$ cat src/rtl/erase_seq_pkg.sv
package erase_seq_pkg;
  localparam int UNLK_W = 11;
  localparam logic [UNLK_W-1:0] A_KEY1 = 11'h555;
  localparam logic [UNLK_W-1:0] A_KEY2 = 11'h2AA;
  localparam logic [7:0] D_KEY1  = 8'hAA;
  localparam logic [7:0] D_KEY2  = 8'h55;
  localparam logic [7:0] D_SETUP = 8'h80;
  localparam logic [7:0] D_CHIP  = 8'h10;
  localparam logic [7:0] D_SECT  = 8'h30;
  localparam logic [7:0] D_SUSP  = 8'hB0;

  typedef enum logic [2:0] {
    ST_IDLE, ST_K1, ST_K2, ST_SETUP, ST_K3, ST_K4, ST_WIN, ST_ERASE
  } seq_st_t;
endpackage

$ cat src/rtl/esq_timer.sv
module esq_timer #(
  parameter int MAXV = 16,
  localparam int TW = $clog2(MAXV + 1)
) (
  input  logic          clk,
  input  logic          rst_n,
  input  logic          restart,
  input  logic          run,
  output logic [TW-1:0] cnt
);
  localparam logic [TW-1:0] TOP = TW'(MAXV);

  always_ff @(posedge clk or negedge rst_n) begin
    if (!rst_n)                cnt <= '0;
    else if (restart)          cnt <= '0;
    else if (run && cnt < TOP) cnt <= cnt + 1'b1;
  end

  p_cnt_limit_r5: assert property (@(posedge clk) disable iff (!rst_n)
    cnt <= TOP);
endmodule

$ cat src/rtl/esq_fsm.sv
module esq_fsm
  import erase_seq_pkg::*;
#(
  parameter int WIN_CYC   = 8,
  parameter int ERASE_CYC = 16,
  parameter int TW        = 5
) (
  input  logic              clk,
  input  logic              rst_n,
  input  logic              wr_en,
  input  logic [UNLK_W-1:0] key_addr,
  input  logic [7:0]        wr_data,
  input  logic [TW-1:0]     tcnt,
  output logic              tmr_rst,
  output logic              buf_set,
  output logic              buf_clr,
  output logic              chip_set,
  output logic              busy,
  output logic              win_open,
  output logic              erasing
);
  localparam logic [TW-1:0] WIN_LAST   = TW'(WIN_CYC - 1);
  localparam logic [TW-1:0] ERASE_LAST = TW'(ERASE_CYC - 1);

  seq_st_t st, nx;

  function automatic logic hit(input logic [UNLK_W-1:0] a, input logic [7:0] d,
                               input logic [UNLK_W-1:0] ea, input logic [7:0] ed);
    return (a == ea) && (d == ed);
  endfunction

  always_comb begin
    nx = st;
    tmr_rst = 1'b0;
    buf_set = 1'b0;
    buf_clr = 1'b0;
    chip_set = 1'b0;
    unique case (st)
      ST_IDLE:  if (wr_en && hit(key_addr, wr_data, A_KEY1, D_KEY1)) nx = ST_K1;
      ST_K1:    if (wr_en) nx = hit(key_addr, wr_data, A_KEY2, D_KEY2)  ? ST_K2    : ST_IDLE;
      ST_K2:    if (wr_en) nx = hit(key_addr, wr_data, A_KEY1, D_SETUP) ? ST_SETUP : ST_IDLE;
      ST_SETUP: if (wr_en) nx = hit(key_addr, wr_data, A_KEY1, D_KEY1)  ? ST_K3    : ST_IDLE;
      ST_K3:    if (wr_en) nx = hit(key_addr, wr_data, A_KEY2, D_KEY2)  ? ST_K4    : ST_IDLE;
      ST_K4: begin
        if (wr_en) begin
          if (hit(key_addr, wr_data, A_KEY1, D_CHIP)) begin
            nx = ST_ERASE;
            chip_set = 1'b1;
            tmr_rst = 1'b1;
          end else if (wr_data == D_SECT) begin
            nx = ST_WIN;
            buf_set = 1'b1;
            tmr_rst = 1'b1;
          end else begin
            nx = ST_IDLE;
          end
        end
      end
      ST_WIN: begin
        if (wr_en && wr_data == D_SECT) begin
          buf_set = 1'b1;
          tmr_rst = 1'b1;
        end else if (wr_en && wr_data != D_SUSP) begin
          nx = ST_IDLE;
          buf_clr = 1'b1;
        end else if (tcnt == WIN_LAST) begin
          nx = ST_ERASE;
          tmr_rst = 1'b1;
        end
      end
      ST_ERASE: begin
        if (tcnt == ERASE_LAST) begin
          nx = ST_IDLE;
          buf_clr = 1'b1;
        end
      end
      default: nx = ST_IDLE;
    endcase
  end

  always_ff @(posedge clk or negedge rst_n) begin
    if (!rst_n) st <= ST_IDLE;
    else        st <= nx;
  end

  assign win_open = (st == ST_WIN);
  assign erasing  = (st == ST_ERASE);
  assign busy     = win_open | erasing;

  p_erase_holds_r8: assert property (@(posedge clk) disable iff (!rst_n)
    (erasing && tcnt != ERASE_LAST) |=> erasing);
  p_window_abort_r7: assert property (@(posedge clk) disable iff (!rst_n)
    (win_open && wr_en && wr_data != D_SECT && wr_data != D_SUSP) |=> !busy);
  p_window_bound_r5: assert property (@(posedge clk) disable iff (!rst_n)
    win_open |-> tcnt <= WIN_LAST);
endmodule

$ cat src/rtl/esq_sect_buf.sv
module esq_sect_buf #(
  parameter int SECT_W = 3,
  localparam int NSECT = 1 << SECT_W
) (
  input  logic              clk,
  input  logic              rst_n,
  input  logic              set_one,
  input  logic              set_all,
  input  logic              clr,
  input  logic              hold,
  input  logic [SECT_W-1:0] idx,
  output logic [NSECT-1:0]  mask
);
  logic [NSECT-1:0] nx;

  for (genvar i = 0; i < NSECT; i++) begin : g_bit
    always_comb begin
      if (clr)                           nx[i] = 1'b0;
      else if (set_all)                  nx[i] = 1'b1;
      else if (set_one && idx == SECT_W'(i)) nx[i] = 1'b1;
      else                               nx[i] = mask[i];
    end
  end

  always_ff @(posedge clk or negedge rst_n) begin
    if (!rst_n) mask <= '0;
    else        mask <= nx;
  end

  p_mask_empty_idle_r8: assert property (@(posedge clk) disable iff (!rst_n)
    !hold |-> mask == '0);
  p_mask_only_grows_r6: assert property (@(posedge clk) disable iff (!rst_n)
    (hold && !clr) |=> (mask & $past(mask)) == $past(mask));
endmodule

$ cat src/rtl/esq_status.sv
module esq_status (
  input  logic       clk,
  input  logic       rst_n,
  input  logic       rd_en,
  input  logic       busy,
  input  logic       erasing,
  output logic [7:0] rd_data
);
  logic tog;

  always_ff @(posedge clk or negedge rst_n) begin
    if (!rst_n)             tog <= 1'b0;
    else if (rd_en && busy) tog <= ~tog;
  end

  assign rd_data = busy ? {1'b0, tog, 2'b00, erasing, 3'b000} : 8'hFF;

  p_toggle_flips_r9: assert property (@(posedge clk) disable iff (!rst_n)
    (busy && rd_en) |=> rd_data[6] != $past(rd_data[6]) || !busy);
  p_done_bit_low_r9: assert property (@(posedge clk) disable iff (!rst_n)
    busy |-> !rd_data[7]);
endmodule

$ cat src/rtl/erase_cmd_seq.sv
module erase_cmd_seq
  import erase_seq_pkg::*;
#(
  parameter int ADDR_W    = 12,
  parameter int SECT_W    = 3,
  parameter int WIN_CYC   = 8,
  parameter int ERASE_CYC = 16,
  localparam int NSECT    = 1 << SECT_W,
  localparam int MAXV     = (WIN_CYC > ERASE_CYC) ? WIN_CYC : ERASE_CYC,
  localparam int TW       = $clog2(MAXV + 1)
) (
  input  logic              clk,
  input  logic              rst_n,
  input  logic              wr_en,
  input  logic [ADDR_W-1:0] wr_addr,
  input  logic [7:0]        wr_data,
  input  logic              rd_en,
  output logic [7:0]        rd_data,
  output logic              busy,
  output logic              win_open,
  output logic              erasing,
  output logic [NSECT-1:0]  sect_mask
);
  logic [TW-1:0] tcnt;
  logic tmr_rst, buf_set, buf_clr, chip_set;

  esq_fsm #(.WIN_CYC(WIN_CYC), .ERASE_CYC(ERASE_CYC), .TW(TW)) u_fsm (
    .clk(clk), .rst_n(rst_n), .wr_en(wr_en),
    .key_addr(wr_addr[UNLK_W-1:0]), .wr_data(wr_data), .tcnt(tcnt),
    .tmr_rst(tmr_rst), .buf_set(buf_set), .buf_clr(buf_clr), .chip_set(chip_set),
    .busy(busy), .win_open(win_open), .erasing(erasing)
  );

  esq_timer #(.MAXV(MAXV)) u_tmr (
    .clk(clk), .rst_n(rst_n), .restart(tmr_rst), .run(busy), .cnt(tcnt)
  );

  esq_sect_buf #(.SECT_W(SECT_W)) u_buf (
    .clk(clk), .rst_n(rst_n), .set_one(buf_set), .set_all(chip_set),
    .clr(buf_clr), .hold(busy), .idx(wr_addr[ADDR_W-1 -: SECT_W]), .mask(sect_mask)
  );

  esq_status u_stat (
    .clk(clk), .rst_n(rst_n), .rd_en(rd_en), .busy(busy),
    .erasing(erasing), .rd_data(rd_data)
  );

  p_chip_all_r3: assert property (@(posedge clk) disable iff (!rst_n)
    ($rose(erasing) && !$past(win_open)) |-> &sect_mask);
  p_window_sets_bit_r4: assert property (@(posedge clk) disable iff (!rst_n)
    $rose(win_open) |-> $countones(sect_mask) == 1);
endmodule

$ cat config.mk
export PLATFORM = sky130hd
export DESIGN_NAME = erase_cmd_seq
export DESIGN_NICKNAME = d
export VERILOG_FILES = /design/src/rtl/erase_seq_pkg.sv /design/src/rtl/esq_timer.sv /design/src/rtl/esq_fsm.sv /design/src/rtl/esq_sect_buf.sv /design/src/rtl/esq_status.sv /design/src/rtl/erase_cmd_seq.sv
export SDC_FILE = /design/constraint.sdc
export NUM_CORES = 1
export LEC_CHECK = 0
export ABC_AREA = 1
export ABC_CLOCK_PERIOD_IN_PS = 1700
export CAP_MARGIN = 5
export CORE_UTILIZATION = 45
export CTS_CLUSTER_SIZE = 12
export DETAILED_ROUTE_END_ITERATION = 10
export GPL_ROUTABILITY_DRIVEN = 0
export GPL_TIMING_DRIVEN = 0
export PLACE_DENSITY = 0.76
export SYNTH_ARGS = -nofsm -noshare
export SYNTH_HDL_FRONTEND = slang
export SYNTH_SLANG_ARGS = --single-unit
export TNS_END_PERCENT = 1
$ cat constraint.sdc
create_clock -name clk -period 1.7 [get_ports clk]
set_input_delay 0.34 -clock clk [delete_from_list [all_inputs] [get_ports clk]]
set_output_delay 0.34 -clock clk [all_outputs]
set_load 0.02 [all_outputs]
==> run metrics <==
switching power=roughly 0.0003 W; Area Overhead vs Synth=37.94%; final count of negative-setup-slack endpoints=0; vias in the first global route=about 1400; Boundary Pins=43; syn nets=261; total internal power=0.0006052 W; fmax=~600 MHz; Mapped Cells=approximately 240; crit path kind=flip-flop to output pin; antenna violations before repair=0; critical path's slowest cell=dfrtp_1; crit path buf inv count=3; Final WS setup=0.03670 ns; Initial Utilization=a little under half; pre-CTS setup slack=-0.2950 ns; end of the critical path=rd_data[2]; Die Y-Extent=about 59 um; max-slew violations=0; final hold vios=0; reg2reg path depth=12; latest clock arrival within the worst-skew pair=about 0.30 ns; metal2 WL=about 1700 um; Top delay family on crit path=buffers and inverters; CTS HTree Levels=1; CTS tree=done; actual slew at the worst max-slew pin=a little under 0.8 ns; post-DP HPWL=2769 um; share of cells above drive strength 1=18.02%; Syn Area/Cell=around 6.3 sq um; status=complete, no violations; Clock Skew=0.003346 ns; Comb power frac=between 20% and 30%; Area contributors post-synth=dfrtp_1, nand2_1, nor2_1; Crit Path Max Fanout=14; Critical Path Start Type=flip-flop; Clk pwr share=25.0%; RSZ-0062 raised after global routing=true; Die Wd=between 50 and 60 um; Worst path depth=4; Worst path max stage delay=between 0.3 and 0.4 ns; maxcap violations=0; crit path time final=1.663 ns; DR WL/cell=approximately 11 um; Vias/cell=~4.7; Netlist Area Pre-Place=0.001484 sq mm; drt total wl=3453 um; Inserted Clock Buffers=3; commonest cells after routing, fill and taps aside=nand2_1, inv_1, nor2_1; synth warn=0; GRT Resource Usage Total=between 20% and 30%; Routed Antenna Nets=0; total number of vias=roughly 1500; worst hold-check path type=input pin to async pin; sw frac=33.65%; first-pass GRT wire length=about 5700 um; largest net degree at the start of global routing=18; Seq/Total Area, Yosys=28.67%; Sink Count=17; Initial DRC Count=between 50 and 60; reg2reg start=u_tmr.cnt[0]$_DFFE_PN0P_; worst-path cell chain=buf_6 > nand2_8 > buf_4 > clkdlybuf4s15_2; Tcrit/Tclk final=between 90% and 100%; number of distinct library cells after synthesis=26; row cnt=20; synthesized flop and latch total=17; clock-pin slew on the worst setup and hold paths=approximately 0.11 ns; TritonRoute pass-1 iters=4; die area=approximately 0.0035 sq mm; wire length on met3=around 130 um; r2r setup slk=~0.13 ns; Yosys top cell area share=between 20% and 30%; cell taking the most area after synthesis=dfrtp_1; Max VDD drop=0.4349 mV; Crit path required time=1.36 ns; n_diodes=0; CTS root buf=clkbuf_4; Tot Pwr=slightly above 0.0009 W; pwr dens=445.6 mW/mm^2; Met1 Wirelength=1639 um; worst-case headroom to the max-slew limit=between 40% and 50%; leak pwr=1.043 nW; Reg-to-Reg End=u_fsm.st[2]$_DFFE_PN0P_; hold buffers post-CTS=0; grt ovf=0; Max clock buf depth=2; Port Buffers=between 40 and 50; critical path arrival=roughly 1.3 ns; core area=between 0.003 and 0.004 sq mm; sequential power share=between 40% and 50%; top sig layer=met4; Worst setup EP type=output pin; most common cell after layout, fill and taps aside=nand2_1; CP startpoint=u_fsm.st[2]$_DFFE_PN0P_; fin nets=310; DRC=0
==> logic make-up after synthesis <==
| family | synth area share (%) |
|---|---|
| XOR/XNOR | 2.361 |
| buffers and inverters | 13.41 |
| AO/OA/AOI/OAI | 4.132 |
| flip-flops | 28.67 |
| adder cells (fa/ha/maj) | 1.686 |
| AND/OR/NAND/NOR | 49.75 |
==> Yosys cell counts <==
library cell   n
a21oi_1        4
nor3_1         8
nand4_2        1
nand2_1       61
xnor2_1        1
nor2_1        39
o21a_1         1
nor2_2         4
nand2_2        4
nand3_2        1
inv_2          4
buf_4          6
ha_1           2
nand3b_1       4
nor2_4         3
nand2_4        3
dfrtp_1       17
o21ai_1        4
o21ai_0        1
nand3_1       20
nand4_1        4
inv_1         37
nor3_2         1
xor2_1         3
nand3_4        1
a21oi_2        1
==> how the worst min path moves through the flow <==
stage / start / endpoint / slack, ns / depth (start not counted)
after floorplan: rst_n / u_buf.mask[0]$_DFFE_PN0P_ / 0.04 / 0
after global placement: u_buf.mask[0]$_DFFE_PN0P_ / u_buf.mask[0]$_DFFE_PN0P_ / 0.47 / 2
after detailed placement: u_buf.mask[3]$_DFFE_PN0P_ / u_buf.mask[3]$_DFFE_PN0P_ / 0.47 / 2
after CTS: u_buf.mask[3]$_DFFE_PN0P_ / u_buf.mask[3]$_DFFE_PN0P_ / 0.50 / 2
after global routing: u_buf.mask[3]$_DFFE_PN0P_ / u_buf.mask[3]$_DFFE_PN0P_ / 0.53 / 2
final: rst_n / u_tmr.cnt[3]$_DFFE_PN0P_ / 0.48 / 1
==> power groups by stage <==
stage               registers [W]  logic (W)  clock network (W)
global placement         0.000448   0.000224                  0
global route             0.000445   0.000277           0.000250
detailed placement       0.000449   0.000227                  0
floorplan                0.000444   0.000126                  0
finish                   0.000444   0.000240           0.000228
CTS                      0.000444   0.000228           0.000241
==> cell type report <==
type                       instances  area, sq um
inverter                          41        153.9
buffer                             6        48.80
multi-input combinational        171        910.9
fill                             331         1056
sequential                        17        427.9
tap                               44        55.05
timing repair buffer              44        422.9
clock buffer                       3        22.52
clock inverter                     1        5.005
==> layer usage <==
| metal | global-route usage (%) | vias up |
|---|---|---|
| met5 | 0 | - |
| met4 | 6.122 | 0 |
| met3 | 2.620 | 4 |
| met2 | 35.96 | 36 |
| met1 | 28.86 | 679 |
| li1 | - | 822 |
==> per-stage QoR <==
step,instances,hold slack [ns],TNS (ns),instance area (sq um),utilization (%)
final,327,0.4786,0,2047,65.97
after global routing,327,0.5280,-0.08994,2047,65.97
after CTS,326,0.4986,0,2013,64.88
after detailed placement,321,0.4699,-4.636,1959,63.15
after global placement,321,0.4682,-3.970,1959,63.15
after floorplan,235,0.04441,0,1484,-
==> registers in the layout, summed over array words and instances, names as in the netlist <==
name	count
u_fsm.st	3
u_buf.mask	8
u_tmr.cnt	5
u_stat.tog	1
==> repair_timing <==
item,in CTS,in global routing
setup buffers,1,1
resized for setup,35,15
setup endpoints to repair,11,21
pin swaps,1,0
Note: power is estimated with default switching activity, not from simulation.
